<file path="src/rtl/i2c_tgt_pkg.sv">
package i2c_tgt_pkg;
  localparam int BYTE_W = 8;

  typedef enum logic [2:0] {
    ST_IDLE,
    ST_ADDR,
    ST_PTR,
    ST_WDATA,
    ST_ACK,
    ST_RDATA,
    ST_RACK
  } tgt_state_e;
endpackage

</file>
<file path="src/rtl/i2c_line_sync.sv">
module i2c_line_sync (
  input  logic clk,
  input  logic rst,
  input  logic scl_i,
  input  logic sda_i,
  output logic scl_s,
  output logic sda_s,
  output logic scl_rise,
  output logic scl_fall,
  output logic start_ev,
  output logic stop_ev
);
  logic [1:0] scl_ff, sda_ff;
  logic       scl_d, sda_d;

  always_ff @(posedge clk) begin
    if (rst) begin
      scl_ff <= 2'b11;
      sda_ff <= 2'b11;
      scl_d  <= 1'b1;
      sda_d  <= 1'b1;
    end else begin
      scl_ff <= {scl_ff[0], scl_i};
      sda_ff <= {sda_ff[0], sda_i};
      scl_d  <= scl_ff[1];
      sda_d  <= sda_ff[1];
    end
  end

  assign scl_s    = scl_ff[1];
  assign sda_s    = sda_ff[1];
  assign scl_rise = scl_s & ~scl_d;
  assign scl_fall = ~scl_s & scl_d;
  // line conditions: SDA edge while SCL held high over both samples
  assign start_ev = scl_s & scl_d & sda_d & ~sda_s;
  assign stop_ev  = scl_s & scl_d & ~sda_d & sda_s;
endmodule

</file>
<file path="src/rtl/i2c_tgt_regs.sv">
module i2c_tgt_regs #(
  parameter int DEPTH = 64,
  parameter int AW    = $clog2(DEPTH)
) (
  input  logic          clk,
  input  logic          wr_en,
  input  logic [AW-1:0] wr_addr,
  input  logic [7:0]    wr_data,
  input  logic [AW-1:0] ra_addr,
  output logic [7:0]    ra_data,
  input  logic [AW-1:0] rb_addr,
  output logic [7:0]    rb_data
);
  logic [7:0] mem [DEPTH];

  // no reset on the array so it maps onto block RAM
  always_ff @(posedge clk) begin
    if (wr_en) mem[wr_addr] <= wr_data;
    ra_data <= mem[ra_addr];
    rb_data <= mem[rb_addr];
  end
endmodule

</file>
<file path="src/rtl/i2c_tgt_fsm.sv">
module i2c_tgt_fsm
  import i2c_tgt_pkg::*;
#(
  parameter int         DEPTH    = 64,
  parameter int         AW       = $clog2(DEPTH),
  parameter logic [6:0] DEV_ADDR = 7'h68
) (
  input  logic          clk,
  input  logic          rst,
  input  logic          scl_s,
  input  logic          sda_s,
  input  logic          scl_rise,
  input  logic          scl_fall,
  input  logic          start_ev,
  input  logic          stop_ev,
  input  logic [7:0]    rd_q,
  output logic [AW-1:0] ptr,
  output logic          wr_en,
  output logic [AW-1:0] wr_addr,
  output logic [7:0]    wr_data,
  output logic          sda_low
);
  tgt_state_e    state, after_ack;
  logic          ack_ph;
  logic          master_ack;
  logic [2:0]    cnt;
  logic [7:0]    shreg, tx;
  logic [7:0]    rx_byte;
  logic [AW-1:0] ptr_inc;

  assign rx_byte = {shreg[6:0], sda_s};
  assign ptr_inc = (ptr == AW'(DEPTH - 1)) ? '0 : ptr + 1'b1;

  always_ff @(posedge clk) begin
    if (rst) begin
      state      <= ST_IDLE;
      after_ack  <= ST_IDLE;
      ack_ph     <= 1'b0;
      master_ack <= 1'b0;
      cnt        <= '0;
      shreg      <= '0;
      tx         <= '0;
      ptr        <= '0;
      wr_en      <= 1'b0;
      wr_addr    <= '0;
      wr_data    <= '0;
      sda_low    <= 1'b0;
    end else begin
      wr_en <= 1'b0;
      if (stop_ev) begin
        state   <= ST_IDLE;
        sda_low <= 1'b0;
      end else if (start_ev) begin
        state   <= ST_ADDR;
        cnt     <= '0;
        ack_ph  <= 1'b0;
        sda_low <= 1'b0;
      end else begin
        unique case (state)
          ST_IDLE: ;
          ST_ADDR, ST_PTR, ST_WDATA: begin
            if (scl_rise) begin
              shreg <= rx_byte;
              cnt   <= cnt + 1'b1;
              if (cnt == 3'd7) begin
                ack_ph <= 1'b0;
                if (state == ST_ADDR) begin
                  if (shreg[6:0] == DEV_ADDR) begin
                    state     <= ST_ACK;
                    after_ack <= sda_s ? ST_RDATA : ST_PTR;
                  end else begin
                    state <= ST_IDLE;
                  end
                end else if (state == ST_PTR) begin
                  ptr       <= rx_byte[AW-1:0];
                  state     <= ST_ACK;
                  after_ack <= ST_WDATA;
                end else begin
                  wr_en     <= 1'b1;
                  wr_addr   <= ptr;
                  wr_data   <= rx_byte;
                  ptr       <= ptr_inc;
                  state     <= ST_ACK;
                  after_ack <= ST_WDATA;
                end
              end
            end
          end
          ST_ACK: begin
            if (scl_fall) begin
              if (!ack_ph) begin
                sda_low <= 1'b1;
                ack_ph  <= 1'b1;
              end else begin
                ack_ph <= 1'b0;
                cnt    <= '0;
                state  <= after_ack;
                if (after_ack == ST_RDATA) begin
                  tx      <= rd_q;
                  sda_low <= ~rd_q[7];
                end else begin
                  sda_low <= 1'b0;
                end
              end
            end
          end
          ST_RDATA: begin
            if (scl_fall) begin
              if (cnt == 3'd7) begin
                sda_low <= 1'b0;
                ptr     <= ptr_inc;
                cnt     <= '0;
                state   <= ST_RACK;
              end else begin
                tx      <= {tx[6:0], 1'b0};
                sda_low <= ~tx[6];
                cnt     <= cnt + 1'b1;
              end
            end
          end
          ST_RACK: begin
            if (scl_rise) begin
              master_ack <= ~sda_s;
            end else if (scl_fall) begin
              if (master_ack) begin
                tx      <= rd_q;
                sda_low <= ~rd_q[7];
                state   <= ST_RDATA;
              end else begin
                state <= ST_IDLE;
              end
            end
          end
          default: state <= ST_IDLE;
        endcase
      end
    end
  end

  // output moves only after SCL was seen low
  p_sda_scl_low_r10: assert property (@(posedge clk) disable iff (rst)
    !$stable(sda_low) |-> !$past(scl_s));

  // idle never holds the line
  p_idle_release_r9: assert property (@(posedge clk) disable iff (rst)
    (state == ST_IDLE) |-> !sda_low);

  // a stop always lands in idle
  p_stop_idle_r9: assert property (@(posedge clk) disable iff (rst)
    stop_ev |=> (state == ST_IDLE));

  // line released while the address byte arrives
  p_addr_quiet_r2: assert property (@(posedge clk) disable iff (rst)
    (state == ST_ADDR) |-> !sda_low);

  // outside an index load the index only steps by one with wrap
  p_ptr_step_r5: assert property (@(posedge clk) disable iff (rst)
    (!$stable(ptr) && $past(state) != ST_PTR) |->
      (ptr == (($past(ptr) == AW'(DEPTH - 1)) ? '0 : $past(ptr) + 1'b1)));
endmodule

</file>
<file path="src/rtl/i2c_regfile_target.sv">
module i2c_regfile_target #(
  parameter int         DEPTH    = 64,
  parameter logic [6:0] DEV_ADDR = 7'h68,
  localparam int        AW       = $clog2(DEPTH)
) (
  input  logic          clk,
  input  logic          rst,
  input  logic          scl_i,
  input  logic          sda_i,
  input  logic [AW-1:0] lcl_addr,
  output logic          sda_drive_low,
  output logic [7:0]    lcl_data
);
  logic          scl_s, sda_s, scl_rise, scl_fall, start_ev, stop_ev;
  logic [AW-1:0] ptr;
  logic          wr_en;
  logic [AW-1:0] wr_addr;
  logic [7:0]    wr_data;
  logic [7:0]    rd_q;

  i2c_line_sync u_sync (
    .clk      (clk),
    .rst      (rst),
    .scl_i    (scl_i),
    .sda_i    (sda_i),
    .scl_s    (scl_s),
    .sda_s    (sda_s),
    .scl_rise (scl_rise),
    .scl_fall (scl_fall),
    .start_ev (start_ev),
    .stop_ev  (stop_ev)
  );

  i2c_tgt_fsm #(
    .DEPTH    (DEPTH),
    .AW       (AW),
    .DEV_ADDR (DEV_ADDR)
  ) u_fsm (
    .clk      (clk),
    .rst      (rst),
    .scl_s    (scl_s),
    .sda_s    (sda_s),
    .scl_rise (scl_rise),
    .scl_fall (scl_fall),
    .start_ev (start_ev),
    .stop_ev  (stop_ev),
    .rd_q     (rd_q),
    .ptr      (ptr),
    .wr_en    (wr_en),
    .wr_addr  (wr_addr),
    .wr_data  (wr_data),
    .sda_low  (sda_drive_low)
  );

  i2c_tgt_regs #(
    .DEPTH (DEPTH),
    .AW    (AW)
  ) u_regs (
    .clk     (clk),
    .wr_en   (wr_en),
    .wr_addr (wr_addr),
    .wr_data (wr_data),
    .ra_addr (ptr),
    .ra_data (rd_q),
    .rb_addr (lcl_addr),
    .rb_data (lcl_data)
  );
endmodule

</file>
<file path="config.mk">
export PLATFORM = sky130hd
export DESIGN_NAME = i2c_regfile_target
export DESIGN_NICKNAME = d
export VERILOG_FILES = /design/src/rtl/i2c_tgt_pkg.sv /design/src/rtl/i2c_line_sync.sv /design/src/rtl/i2c_tgt_regs.sv /design/src/rtl/i2c_tgt_fsm.sv /design/src/rtl/i2c_regfile_target.sv
export SDC_FILE = /design/constraint.sdc
export NUM_CORES = 1
export LEC_CHECK = 0
export BUFFER_PORTS_ARGS = -buffer_cell sky130_fd_sc_hd__buf_2
export CAP_MARGIN = 10
export CELL_PAD_IN_SITES_DETAIL_PLACEMENT = 1
export CELL_PAD_IN_SITES_GLOBAL_PLACEMENT = 1
export CORE_ASPECT_RATIO = 1.2
export CORE_UTILIZATION = 30
export CTS_CLUSTER_DIAMETER = 50
export DETAILED_ROUTE_END_ITERATION = 12
export PLACE_DENSITY = 0.58
export SETUP_SLACK_MARGIN = 0.05
export SLEW_MARGIN = 20
export SYNTH_ARGS = -nofsm -noshare
export SYNTH_HDL_FRONTEND = slang
export SYNTH_SLANG_ARGS = --single-unit
</file>
<file path="constraint.sdc">
create_clock -name clk -period 2.72 [get_ports clk]
set_input_delay 0.136 -clock clk [delete_from_list [all_inputs] [get_ports clk]]
set_output_delay 0.136 -clock clk [all_outputs]
set_load 0.02 [all_outputs]
</file>
==> metrics.md <==
| Metric | Value |
|---|---|
| Pleak | 10.1 nW |
| EDFF count, synth | around 510 |
| Pwr per Cell Area | around 620 mW/mm² |
| Chip Height | ~330 µm |
| Final cell area excluding filler cells | about 0.032 mm² |
| WP buf/inv | 2 |
| Power share of the sequential group | roughly half |
| RSZ-0062 raised after global routing | false |
| CTS root buf | clkbuf_16 |
| DRC | 3 |
| NetSw | between 4 and 5 mW |
| Synth top area share | 57.3% |
| Fin crit period | ~2.6 ns |
| Initial antenna violation count | 2 |
| Ys async rst share | 0% |
| Row cnt | about 120 |
| Final WS setup | 0.167 ns |
| Worst-Skew Late Latency | roughly 0.63 ns |
| Diodes inserted | 0 |
| Pin count of the biggest net entering global routing | 66 |
| Total chip power | approximately 20 mW |
| Worst R2R End | u_regs.ra_data[5]$_DFF_P_ |
| First-pass GRT wire length | ~130 mm |
| Post-Place Worst Slack | -0.0174 ns |
| Seq. cell area | 0.0168 mm² |
| Syn Inst Count | roughly 1600 |
| Detail Placement HPWL | approximately 61 mm |
| Status | complete, but fails checks |
| Placed Area | between 0.02 and 0.03 mm² |
| Max_cap viols | 0 |
| Core region area | slightly below 0.09 mm² |
| CP Launch Type | flip-flop |
| Worst hold path depth | 2 |
| Slowest cell on crit path | dfxtp_4 |
| Routability cong. | a little under 0.9 |
| Top cells by area, synth | edfxtp_1 (57%), mux4_2 (20%), dfxtp_1 (5.1%), mux2i_1 (3.0%), nor2_1 (1.9%) |
| Top delay family on crit path | compound AO/OA/AOI/OAI gates |
| Initial DRC Count | roughly 1500 |
| Netlist cell types | between 70 and 80 |
| Critical path class | reg2reg |
| Via count | 16300 |
| Number of I/O pins | 19 |
| CTS tree | built |
| Max_slew headroom | between 30% and 40% |
| Port Buffers | 18 |
| Fin. Hold Viols | 0 |
| WP data arrival | a little over 3 ns |
| Biggest area consumer among synthesized cells | edfxtp_1 |
| Clock transition at path regs | about 0.06 ns |
| Combinational Power Share | 3.8% |
| Final setup violation count | 0 |
| Reg2reg setup slack | 0.17 ns |
| Die Wd | around 280 µm |
| All-Layer GR Usage | 19.5% |
| R2R Path Start | u_fsm.ptr[2]$_SDFFE_PP0P_ |
| Via/cell ratio | about 5.6 |
| Switching Fraction | between 20 and 25% |
| Drt first pass iters | 9 |
| Worst VDD drop | 0.334 mV |
| Syn Area/Cell | approximately 17 µm² |
| FF-to-FF path depth | 7 |
| Die ar. | between 0.09 and 0.1 mm² |
| Layout cells sized above 1 | approximately a third |
| Initial Util | 30.5% |
| Failing checks | design-rule violations |
| Warnings from Yosys | 0 |
| Instance count on the critical path | 7 |
| Worst path cell trace | buf_12 -> buf_4 -> mux4_2 -> mux2i_1 -> o22ai_1 -> a21oi_2 -> o31ai_1 |
| CP endpoint kind | flip-flop |
| TritonCTS buffer count | 69 |
| Top_reg_cell synth | edfxtp_1 |
| Hold Path End | u_fsm.shreg[6]$_SDFFE_PP0P_ |
| Post-Syn Area | roughly 0.027 mm² |
| Synth Net Count | ~1600 |
| Worst EP required | 3.19 ns |
| Multi-input gate area in the final layout | between 0.009 and 0.01 mm² |
| Routed len/inst | around 30 µm |
| Actual slew at the worst max-slew pin | between 0.9 and 1 ns |
| FILL cells | a little under 9000 |
| Hold_sp | rst |
| Area growth syn-to-layout | 18.0% |
| Clock tree buffer depth | 3 |
| Nets | about 1700 |
| Clk sink count | slightly below 600 |
| DRT Wirelength | ~87 mm |
| Proportion of power drawn by the clock network | 47.3% |
| Period utilization | between 90% and 100% |
| Hold Path Class | in2reg |
| Clk_skew | around 0.029 ns |
| Internal power | around 15 mW |
| Grt total ovfl | 0 |
| Max FO, Critical Path | 32 |
| Vias in the first global route | 17000 |
| H-tree Lvls | 3 |
| FF+latch count, synth | between 500 and 600 |
| Max Clk Rate | 392 MHz |
| Crit-path max cell delay | 0.65 ns |
| Final Max Tran Viols | 0 |
| Register area share after synthesis | 62.4% |
| DRT antenna net count | 0 |
cells by family after synthesis:
logic type,count (synthesis),share of synthesized area (%)
DFF,581,62.4
and+or+nand+nor,356,6.49
muxes,336,23.8
AOI/OAI and AO/OA,185,4.81
buffers and inverters,121,2.29
adders and majority gates,3,0.140
xor gates and xnor gates,2,0.0653
Yosys cell counts, drive strengths merged (3+ instances only):
cell    instances
nand2          81
nor2b          14
buf            72
inv             5
or3             3
a221oi          3
and2            5
mux2i          81
a22o           17
a22oi          18
nand4           6
ha              3
o31ai           4
o22ai          39
o21ai          20
clkbuf         44
o221ai         13
or3b            3
nor2          133
nor3b           8
nor3           17
edfxtp        512
o32ai           3
nand2b         12
or2            12
nand3          32
dfxtp          69
mux2           15
mux4          240
a21oi          34
nand4b          7
nand3b         11
a211oi         15
sequential cells by signal (all words and copies together), names as in the netlist:
name and count:
u_sync.scl_ff 2, u_fsm.state 3, u_regs.mem 512, u_fsm.master_ack 1, u_regs.ra_data 8, u_fsm.wr_data 8
u_fsm.ack_ph 1, u_fsm.cnt 3, u_sync.sda_d 1, u_fsm.wr_en 1, u_fsm.wr_addr 6, u_fsm.shreg 7
u_fsm.ptr 6, u_regs.rb_data 8, u_fsm.after_ack 3, u_fsm.tx 7, u_fsm.sda_low 1, u_sync.scl_d 1
u_sync.sda_ff 2
power by group through the flow:
stage | clock, mW | combinational [mW] | sequential [mW]
finish | 9.27 | 0.744 | 9.59
detailed placement | 0 | 0.743 | 9.78
floorplan | 0 | 0.426 | 9.79
global route | 9.72 | 0.779 | 9.59
global placement | 0 | 0.739 | 9.78
CTS | 9.46 | 0.749 | 9.59
metrics by stage:
stage	TNS (ns)	std cells	hold slack [ns]	util (%)
3_3_place_gp	-0.0474	2806	0.331	33.3
5_1_grt	0	2933	0.0822	35.9
6_report	0	2933	0.0479	35.9
3_5_place_dp	-0.0174	2806	0.331	33.3
2_1_floorplan	0	1584	0.240	-
4_1_cts	0	2932	0.0242	35.9
layout make-up:
type	instances	share of cell area, %
Tap cell	1149	4.54
Timing Repair Buffer	192	5.24
Clock inverter	43	1.41
Inverter	5	0.0593
Multi-Input combinational cell	882	30.0
Sequential cell	581	53.0
Clock buffer	81	5.76
cell usage in the layout (no fill, tap or decap), drive strengths merged, types with 15 or more instances in the layout:
cell type,instances
nand2,81
dfxtp,69
o21ai,20
nand3,32
nor3,17
o22ai,39
mux2i,81
buf,189
a211oi,15
mux4,240
mux2,15
clkbuf,82
clkinv,24
a21oi,34
nor2,133
inv,16
a22o,17
edfxtp,512
a22oi,18
how the worst max path moves through the flow:
stage | endpoint | start
after floorplan | u_fsm.state[0]$_SDFFE_PP0P_ | u_fsm.cnt[0]$_SDFFE_PP0P_
after global placement | u_fsm.ptr[3]$_SDFFE_PP0P_ | u_fsm.cnt[0]$_SDFFE_PP0P_
after detailed placement | u_regs.ra_data[5]$_DFF_P_ | u_fsm.ptr[2]$_SDFFE_PP0P_
after CTS | u_regs.ra_data[5]$_DFF_P_ | u_fsm.ptr[1]$_SDFFE_PP0P_
after global routing | u_regs.ra_data[1]$_DFF_P_ | u_fsm.ptr[0]$_SDFFE_PP0P_
final | u_regs.ra_data[5]$_DFF_P_ | u_fsm.ptr[2]$_SDFFE_PP0P_
layer usage:
| layer | global-route usage, % | vias to the layer above | part of all wire, % |
|---|---|---|---|
| met4 | 8.43 | 0 | 4.0 |
| met3 | 2.70 | 132 | 6.3 |
| met5 | 0 | - | 0 |
| li1 | - | 6832 | - |
| met2 | 33.1 | 659 | 50 |
| met1 | 24.7 | 8671 | 40 |
what timing repair did:
item                       in CTS  in global routing
hold endpoints to repair        2                  0
resized for setup               3                  3
hold buffers                    2                  0
buffers inserted                0                  1
setup endpoints to repair       3                  4
Note: power is estimated with default switching activity, not from simulation.
